## src/rtl/fsl_pkg.sv

```systemverilog
package fsl_pkg;

   localparam int INSTR_W   = 64;
   localparam int IMM_LSB   = 20;
   localparam int IMM_W     = 6;
   localparam int TYPE_LSB  = 37;
   localparam int CC_BIT    = 47;
   localparam int XMODE_LSB = 48;
   localparam int WRAP_BIT  = 50;

   typedef enum logic [1:0] {
      RANGE_NARROW = 2'd0,
      RANGE_RSVD   = 2'd1,
      RANGE_WIDE_U = 2'd2,
      RANGE_WIDE_S = 2'd3
   } range_e;

   typedef struct packed {
      range_e             rtype;
      logic [1:0]         xmode;
      logic               wrap;
      logic               cc_req;
      logic [IMM_W-1:0]   imm;
   } shf_ctl_t;

endpackage

```

## src/rtl/fsl_decode.sv

```systemverilog
module fsl_decode
   import fsl_pkg::*;
(
   input  logic [INSTR_W-1:0] instr,
   output shf_ctl_t           ctl,
   output logic               wide,
   output logic               unsupported
);

   logic unused_instr_bits;

   always_comb begin
      ctl.rtype  = range_e'(instr[TYPE_LSB +: 2]);
      ctl.xmode  = instr[XMODE_LSB +: 2];
      ctl.wrap   = instr[WRAP_BIT];
      ctl.cc_req = instr[CC_BIT];
      ctl.imm    = instr[IMM_LSB +: IMM_W];
   end

   // every type other than the narrow one selects the double-width range
   assign wide        = (ctl.rtype != RANGE_NARROW);
   assign unsupported = (ctl.xmode != 2'd0) | ctl.cc_req;

   assign unused_instr_bits = ^instr;

endmodule

```

## src/rtl/fsl_amount.sv

```systemverilog
module fsl_amount
   import fsl_pkg::*;
#(
   parameter int DATA_W = 32,
   localparam int AMT_W = $clog2(2*DATA_W) + 1
)(
   input  logic              use_imm,
   input  logic [IMM_W-1:0]  imm,
   input  logic [DATA_W-1:0] amt_reg,
   input  logic              wide,
   input  logic              wrap,
   output logic [AMT_W-1:0]  amt
);

   logic [AMT_W-1:0]  span;
   logic [DATA_W-1:0] raw;
   logic              negative;
   logic [AMT_W-1:0]  wrapped;
   logic [AMT_W-1:0]  clamped;

   assign span     = wide ? AMT_W'(2*DATA_W) : AMT_W'(DATA_W);
   assign raw      = use_imm ? DATA_W'(imm) : amt_reg;
   assign negative = ~use_imm & amt_reg[DATA_W-1];

   // modulo the span: span is a power of two so span-1 is a low-bit mask
   assign wrapped  = raw[AMT_W-1:0] & (span - AMT_W'(1));

   always_comb begin
      if (negative)
         clamped = '0;
      else if (raw > DATA_W'(span))
         clamped = span;
      else
         clamped = raw[AMT_W-1:0];
   end

   assign amt = wrap ? wrapped : clamped;

endmodule

```

## src/rtl/fsl_funnel.sv

```systemverilog
module fsl_funnel #(
   parameter int DATA_W = 32,
   localparam int AMT_W = $clog2(2*DATA_W) + 1,
   localparam int PAIR_W = 2*DATA_W
)(
   input  logic [DATA_W-1:0] hi,
   input  logic [DATA_W-1:0] lo,
   input  logic [AMT_W-1:0]  amt,
   output logic [DATA_W-1:0] res
);

   logic [PAIR_W-1:0] stage [0:AMT_W];

   assign stage[0] = {hi, lo};

   // logarithmic shifter: stage g shifts by 2**g; the top stage clears the pair
   for (genvar g = 0; g < AMT_W; g++) begin : g_stage
      localparam int STEP = 2**g;
      if (STEP >= PAIR_W) begin : g_clear
         assign stage[g+1] = amt[g] ? '0 : stage[g];
      end else begin : g_shift
         assign stage[g+1] = amt[g] ? {stage[g][PAIR_W-STEP-1:0], {STEP{1'b0}}}
                                    : stage[g];
      end
   end

   assign res = stage[AMT_W][PAIR_W-1 -: DATA_W];

endmodule

```

## src/rtl/funnel_shl_unit.sv

```systemverilog
module funnel_shl_unit
   import fsl_pkg::*;
#(
   parameter int DATA_W = 32
)(
   input  logic               clk,
   input  logic               rst_n,
   input  logic               in_valid,
   input  logic [63:0]        instr,
   input  logic               use_imm,
   input  logic [DATA_W-1:0]  amt_reg,
   input  logic [DATA_W-1:0]  hi_word,
   input  logic [DATA_W-1:0]  lo_word,
   output logic               out_valid,
   output logic [DATA_W-1:0]  out_result,
   output logic               out_unsupported
);

   localparam int AMT_W = $clog2(2*DATA_W) + 1;

   initial begin
      assert ((DATA_W >= 8) && ((DATA_W & (DATA_W - 1)) == 0))
         else $error("DATA_W must be a power of two of at least 8");
      assert ($clog2(2*DATA_W) >= IMM_W)
         else $error("immediate field wider than the amount range");
      assert (INSTR_W == 64)
         else $error("instruction word must be 64 bits");
   end

   shf_ctl_t          ctl;
   logic              wide;
   logic              unsup;
   logic [AMT_W-1:0]  amt;
   logic [DATA_W-1:0] res;

   fsl_decode u_decode (
      .instr       (instr),
      .ctl         (ctl),
      .wide        (wide),
      .unsupported (unsup)
   );

   fsl_amount #(.DATA_W(DATA_W)) u_amount (
      .use_imm (use_imm),
      .imm     (ctl.imm),
      .amt_reg (amt_reg),
      .wide    (wide),
      .wrap    (ctl.wrap),
      .amt     (amt)
   );

   fsl_funnel #(.DATA_W(DATA_W)) u_funnel (
      .hi  (hi_word),
      .lo  (lo_word),
      .amt (amt),
      .res (res)
   );

   always_ff @(posedge clk or negedge rst_n) begin
      if (!rst_n) begin
         out_valid       <= 1'b0;
         out_result      <= '0;
         out_unsupported <= 1'b0;
      end else begin
         out_valid <= in_valid;
         if (in_valid) begin
            out_result      <= res;
            out_unsupported <= unsup;
         end
      end
   end

endmodule

```

## config.mk

```make
export PLATFORM = sky130hd
export DESIGN_NAME = funnel_shl_unit
export DESIGN_NICKNAME = d
export VERILOG_FILES = /design/src/rtl/fsl_pkg.sv /design/src/rtl/fsl_decode.sv /design/src/rtl/fsl_amount.sv /design/src/rtl/fsl_funnel.sv /design/src/rtl/funnel_shl_unit.sv
export SDC_FILE = /design/constraint.sdc
export NUM_CORES = 1
export LEC_CHECK = 0
export BUFFER_PORTS_ARGS = -buffer_cell sky130_fd_sc_hd__clkbuf_2
export CELL_PAD_IN_SITES_DETAIL_PLACEMENT = 1
export CELL_PAD_IN_SITES_GLOBAL_PLACEMENT = 1
export CORE_ASPECT_RATIO = 1.75
export CORE_MARGIN = 2
export CORE_UTILIZATION = 37
export DETAILED_ROUTE_END_ITERATION = 7
export PLACE_DENSITY = 0.88
export SLEW_MARGIN = 20
export SYNTH_ARGS = -nofsm -noshare
export SYNTH_HDL_FRONTEND = slang
export SYNTH_SLANG_ARGS = --single-unit
```

## constraint.sdc

```tcl
create_clock -name clk -period 1.2 [get_ports clk]
set_input_delay 0 -clock clk [delete_from_list [all_inputs] [get_ports clk]]
set_output_delay 0 -clock clk [all_outputs]
set_load 0.02 [all_outputs]
```

==> results of run 1 <==
routing by layer:
layer  GRT usage  GRT overflow
met1       0.702             2
met2       0.948            50
met3       0.473             1
met4       0.830            47
met5      0.0277             0
kinds of logic after synthesis:
group,count (synthesis),synth area share
AND/OR/NAND/NOR,236,0.183
flip-flops,34,0.149
adder cells (fa/ha/maj),1,0.00219
multiplexers,155,0.276
buffers and inverters,75,0.0692
XOR/XNOR,1,0.00153
AO/OA/AOI/OAI,244,0.319
stage by stage:
stage	setup WS [ns]	hold slack [ns]	instance area (um2)	utilization
3_3_place_gp	-2.06	0.0413	8860	0.581
3_5_place_dp	-2.31	0.0605	8860	0.581
2_1_floorplan	-1.66	-0.296	5910	-
4_1_cts	-1.78	0.0389	10100	0.664
synthesized netlist by cell type (9+ instances only):
library cell and number:
mux2i_1 135, nand2_1 119, a21oi_1 55, a22oi_1 36, nor2_1 35, dfrtp_1 34
nand3_1 28, buf_2 25, o21ai_0 21, mux2_2 17, clkbuf_1 16, nor3_1 15
inv_1 13, buf_4 12, o2bb2ai_1 10, a221o_1 9, o21ai_1 9
repair_timing:
action,4_1_cts
pin swaps,31
endpoints found under the setup margin,32
buffers inserted,30
endpoints found under the hold margin,34
gates resized for setup,177
hold buffers,1
gates cloned,1
==> impl_metrics.toml, run 1 <==
[floorplan]
die_h_um = 168
die_width_um = 98.0
ios = 198
initial_utilization = 0.375
rows = 60

[logic_synthesis]
synth_nets = 911
ys_top_cells_by_area = "mux2i_1, dfrtp_1, nand2_1, a21oi_1, a22oi_1"
ys_ff_latch = 34
synthFlopType = "dfrtp_1"
seq_area_frac_synth = 0.149
synth_cell_types = 73
synthArstFlopShare = 1.00
synth_edf_count = 0
yosys.area.top_type = "mux2i_1"
synth_area_per_cell_um2 = 7.66
yosys.area.top_type_share = 0.236
synthCells = 746
yosys_warnings = 0
netlist_area_um2 = 5720

[placement]
place_congestion = 1.22
dp_cells = 1308
place_hpwl_um = 31000
portBuffers = 145

[global_route]
grt_usage = 0.725
gr-total-overflow = 100
grt_max_degree = 35

[clocking]
clock-sinks = 34
htreeDepth = 2
cts.root.buffer_cell = "clkbuf_16"
numCtsBuffers = 5
cts_max_path_buffers = 2

[run_status]
status = "aborted with a tool error"
error = "[ERROR GRT-0232] Routing congestion too high. Check the congestion heatmap in the GUI."
haltStage = "global routing (5_1_grt)"
==> run 2, diff against run 1 <==
Settings changed: CELL_PAD_IN_SITES_DETAIL_PLACEMENT 1 to default, CELL_PAD_IN_SITES_GLOBAL_PLACEMENT 1 to default, CORE_ASPECT_RATIO 1.75 to default, CORE_UTILIZATION 37 to 31, PLACE_DENSITY 0.88 to default, PLACE_DENSITY_LB_ADDON from default to 0.15.
==> run 2 against run 1 <==
Effect of this change:
- the flow now finishes, with violations (setup timing)
- synthesized area stayed put
- synthesized cell count stayed put
==> impl_metrics.toml, run 2 <==
[clocking]
cts_tree = "yes"
numCtsBuffers = 5
cts_max_path_buffers = 2
cts.root.buffer_cell = "clkbuf_16"
clock-sinks = 34
clk_pin_slew_ns = 0.06
htreeDepth = 2
clkLatencyLatePin_ns = 0.29

[detailed_routing]
drc_errors = 0
routed_via_density = 5.82
wl_um = 30300
num_vias = 8085
routedWlPerCell_um = 21.8
postRouteAntennaNets = 0
drtIter0Drc = 717
first_pass_iters = 5

[logic_synthesis]
synth_cell_types = 73
seq_area_frac_synth = 0.149
synth_top_family_by_area = "compound AO/OA/AOI/OAI gates"
yosys.area_share.simple = 0.183
yosys_warnings = 0
synth_fa_ha_area_frac = 0.00219
netlist_area_um2 = 5720
synth-compound-area-share = 0.319
ys_top_cells_by_area = "mux2i_1, dfrtp_1, nand2_1, a21oi_1, a22oi_1"
synth_nets = 911
synthMuxAreaShare = 0.276
synth_edf_count = 0
synthXorXnorAreaFrac = 0.00153
synthFlopType = "dfrtp_1"
synth_most_common_cell = "mux2i_1"
synth_commonest_cells = "mux2i_1, nand2_1, a21oi_1"
yosys.area.top_type = "mux2i_1"
synth_area_per_cell_um2 = 7.66
ys_ff_latch = 34
synthArstFlopShare = 1.00
yosys.area.top_type_share = 0.236
synthCells = 746

[global_route]
grt_pass1_vias = 7953
grt_usage = 0.301
grt_max_degree = 35
grt_pass1_wl_um = 46200
gr-total-overflow = 0
antenna_found_initial = 0

[cells_and_area]
fillers = 1704
antennaDiodeCount = 0
largest-register = "out_result"
area_growth_pct = 80.2
nets = 1325
regArea_um2 = 851
drive_gt1_frac = 0.554
multi_input_area_um2 = 5490
largest_reg_flops = 32
final_cell_mix = "buf_4, clkbuf_2, nand2_1, mux2i_1, a21oi_1"
final_common_cell = "buf_4"
top_regs = "out_result (32), out_unsupported (1), out_valid (1)"
final_cells = 1389

[critical_path]
required_ns = 1.38
cpPeakStageDelay_ns = 0.54
worstPathArrival_ns = 3.05
critical_path.max_fanout = 7
cp-start-kind = "primary input"
crit_path_end_kind = "register"
slowest_stage = "or4b_4"
critPathKind = "in -> reg"
crit_chain = "buf_6 -> or4b_4 -> a2bb2oi_4 -> o32a_4 -> a21oi_4 -> buf_4 -> bufbuf_16 -> mux2i_4 -> mux2i_4 -> mux2i_2 -> buf_4 -> a21oi_4 -> a22o_1 -> a221o_1"

[run_status]
violations = "setup timing"
status = "finished with violations"

[sta]
max_slew_margin = 0.680
fin_crit_sh = 2.39
finClkSkew_ns = 0
min_period_ns = 2.87
max_clock_freq_mhz = 348
final_hold_viol_count = 0
worst_pin_slew_ns = 0.478
worst_slack_ns = -1.67
final-setup-viol-count = 32
slew_viol_final = 0
rsz0062_at_grt = "true"

[floorplan]
die_width_um = 140
die_h_um = 140
ios = 198
rows = 49
initial_utilization = 0.317
core_area_um2 = 18000
die_area_um2 = 19500

[placement]
portBuffers = 145
dp_cells = 1349
place_congestion = 1.02
place_hpwl_um = 23700

[run]
maxCapViolations = 0

[pwr]
fin_total_pwr_mw = 10.2
irDropWorstVdd_v = 0.000584
p_per_area_nw_per_um2 = 993
leakage_nw = 4.79

[min_path]
worst_hold_path_type = "in -> reg"
==> run 2: cell counts after synthesis <==
Identical to the previous run, type by type.
==> run 2: through the flow <==
step                 util  setup slack, ns  TNS [ns]  cell area [um2]  hold WS [ns]
finish              0.571            -1.67    -49.77            10300        0.0115
floorplan               -            -1.66    -49.14             5910        -0.296
global placement    0.492            -2.29    -63.10             8870        0.0666
global route        0.571            -1.72    -51.57            10300        0.0387
CTS                 0.546            -1.60    -48.12             9840       0.00664
detailed placement  0.492            -2.23    -63.29             8870        0.0716
==> run 2: metal layers <==
layer,up-vias,share of wire,GRT usage
met5,-,0,0
met4,0,0.038,0.0974
met3,76,0.065,0.0478
met2,381,0.48,0.521
met1,3897,0.41,0.383
li1,3731,-,-
==> run 2: critical path: cells and delay by family <==
family,cells,cell delay (ns)
AOI/OAI and AO/OA,6,1.23
buffers and inverters,4,0.68
muxes,3,0.60
and+or+nand+nor,1,0.54
==> run 2: worst paths after layout <==
path / startpoint / end / slack (ns) / cells after the start
max: instr[21] / out_result[11]$_DFFE_PN0P_ / -1.67 / 14
min: instr[49] / out_unsupported$_DFFE_PN0P_ / 0.01 / 3
max reg2reg: out_result[27]$_DFFE_PN0P_ / out_result[27]$_DFFE_PN0P_ / 0.09 / 2
min reg2reg: out_result[19]$_DFFE_PN0P_ / out_result[19]$_DFFE_PN0P_ / 0.49 / 1
max in group asynchronous: rst_n / out_result[21]$_DFFE_PN0P_ / 0.56 / 3
min in group asynchronous: rst_n / out_result[8]$_DFFE_PN0P_ / 0.30 / 3
==> run 2: where the power goes <==
group	leakage [nW]	switching [mW]	internal, mW
clock	0.0640	0.510	0.760
sequential	0.424	0.189	1.43
combinational	4.30	3.90	3.44
==> run 2: final cells by class <==
cell class / instances / area share
well taps: 229 / 0.0278
multi-input cells: 637 / 0.533
clock buffers: 7 / 0.0129
inverters: 15 / 0.00547
repair buffers: 467 / 0.338
flip-flops and latches: 34 / 0.0826
==> run 2: what timing repair did <==
action	4_1_cts	5_1_grt
setup endpoints to repair	32	32
hold buffers	3	0
cloned	3	0
hold endpoints to repair	35	0
setup buffers	19	8
pin swaps	16	23
resized for setup	115	81
==> run 2: cells by family after synthesis <==
family	after synthesis
xor+xnor	1
mux	155
flops	34
fa+ha+maj	1
compound gates	244
buf+inv	75
simple gates	236
Note: power is estimated with default switching activity, not from simulation.
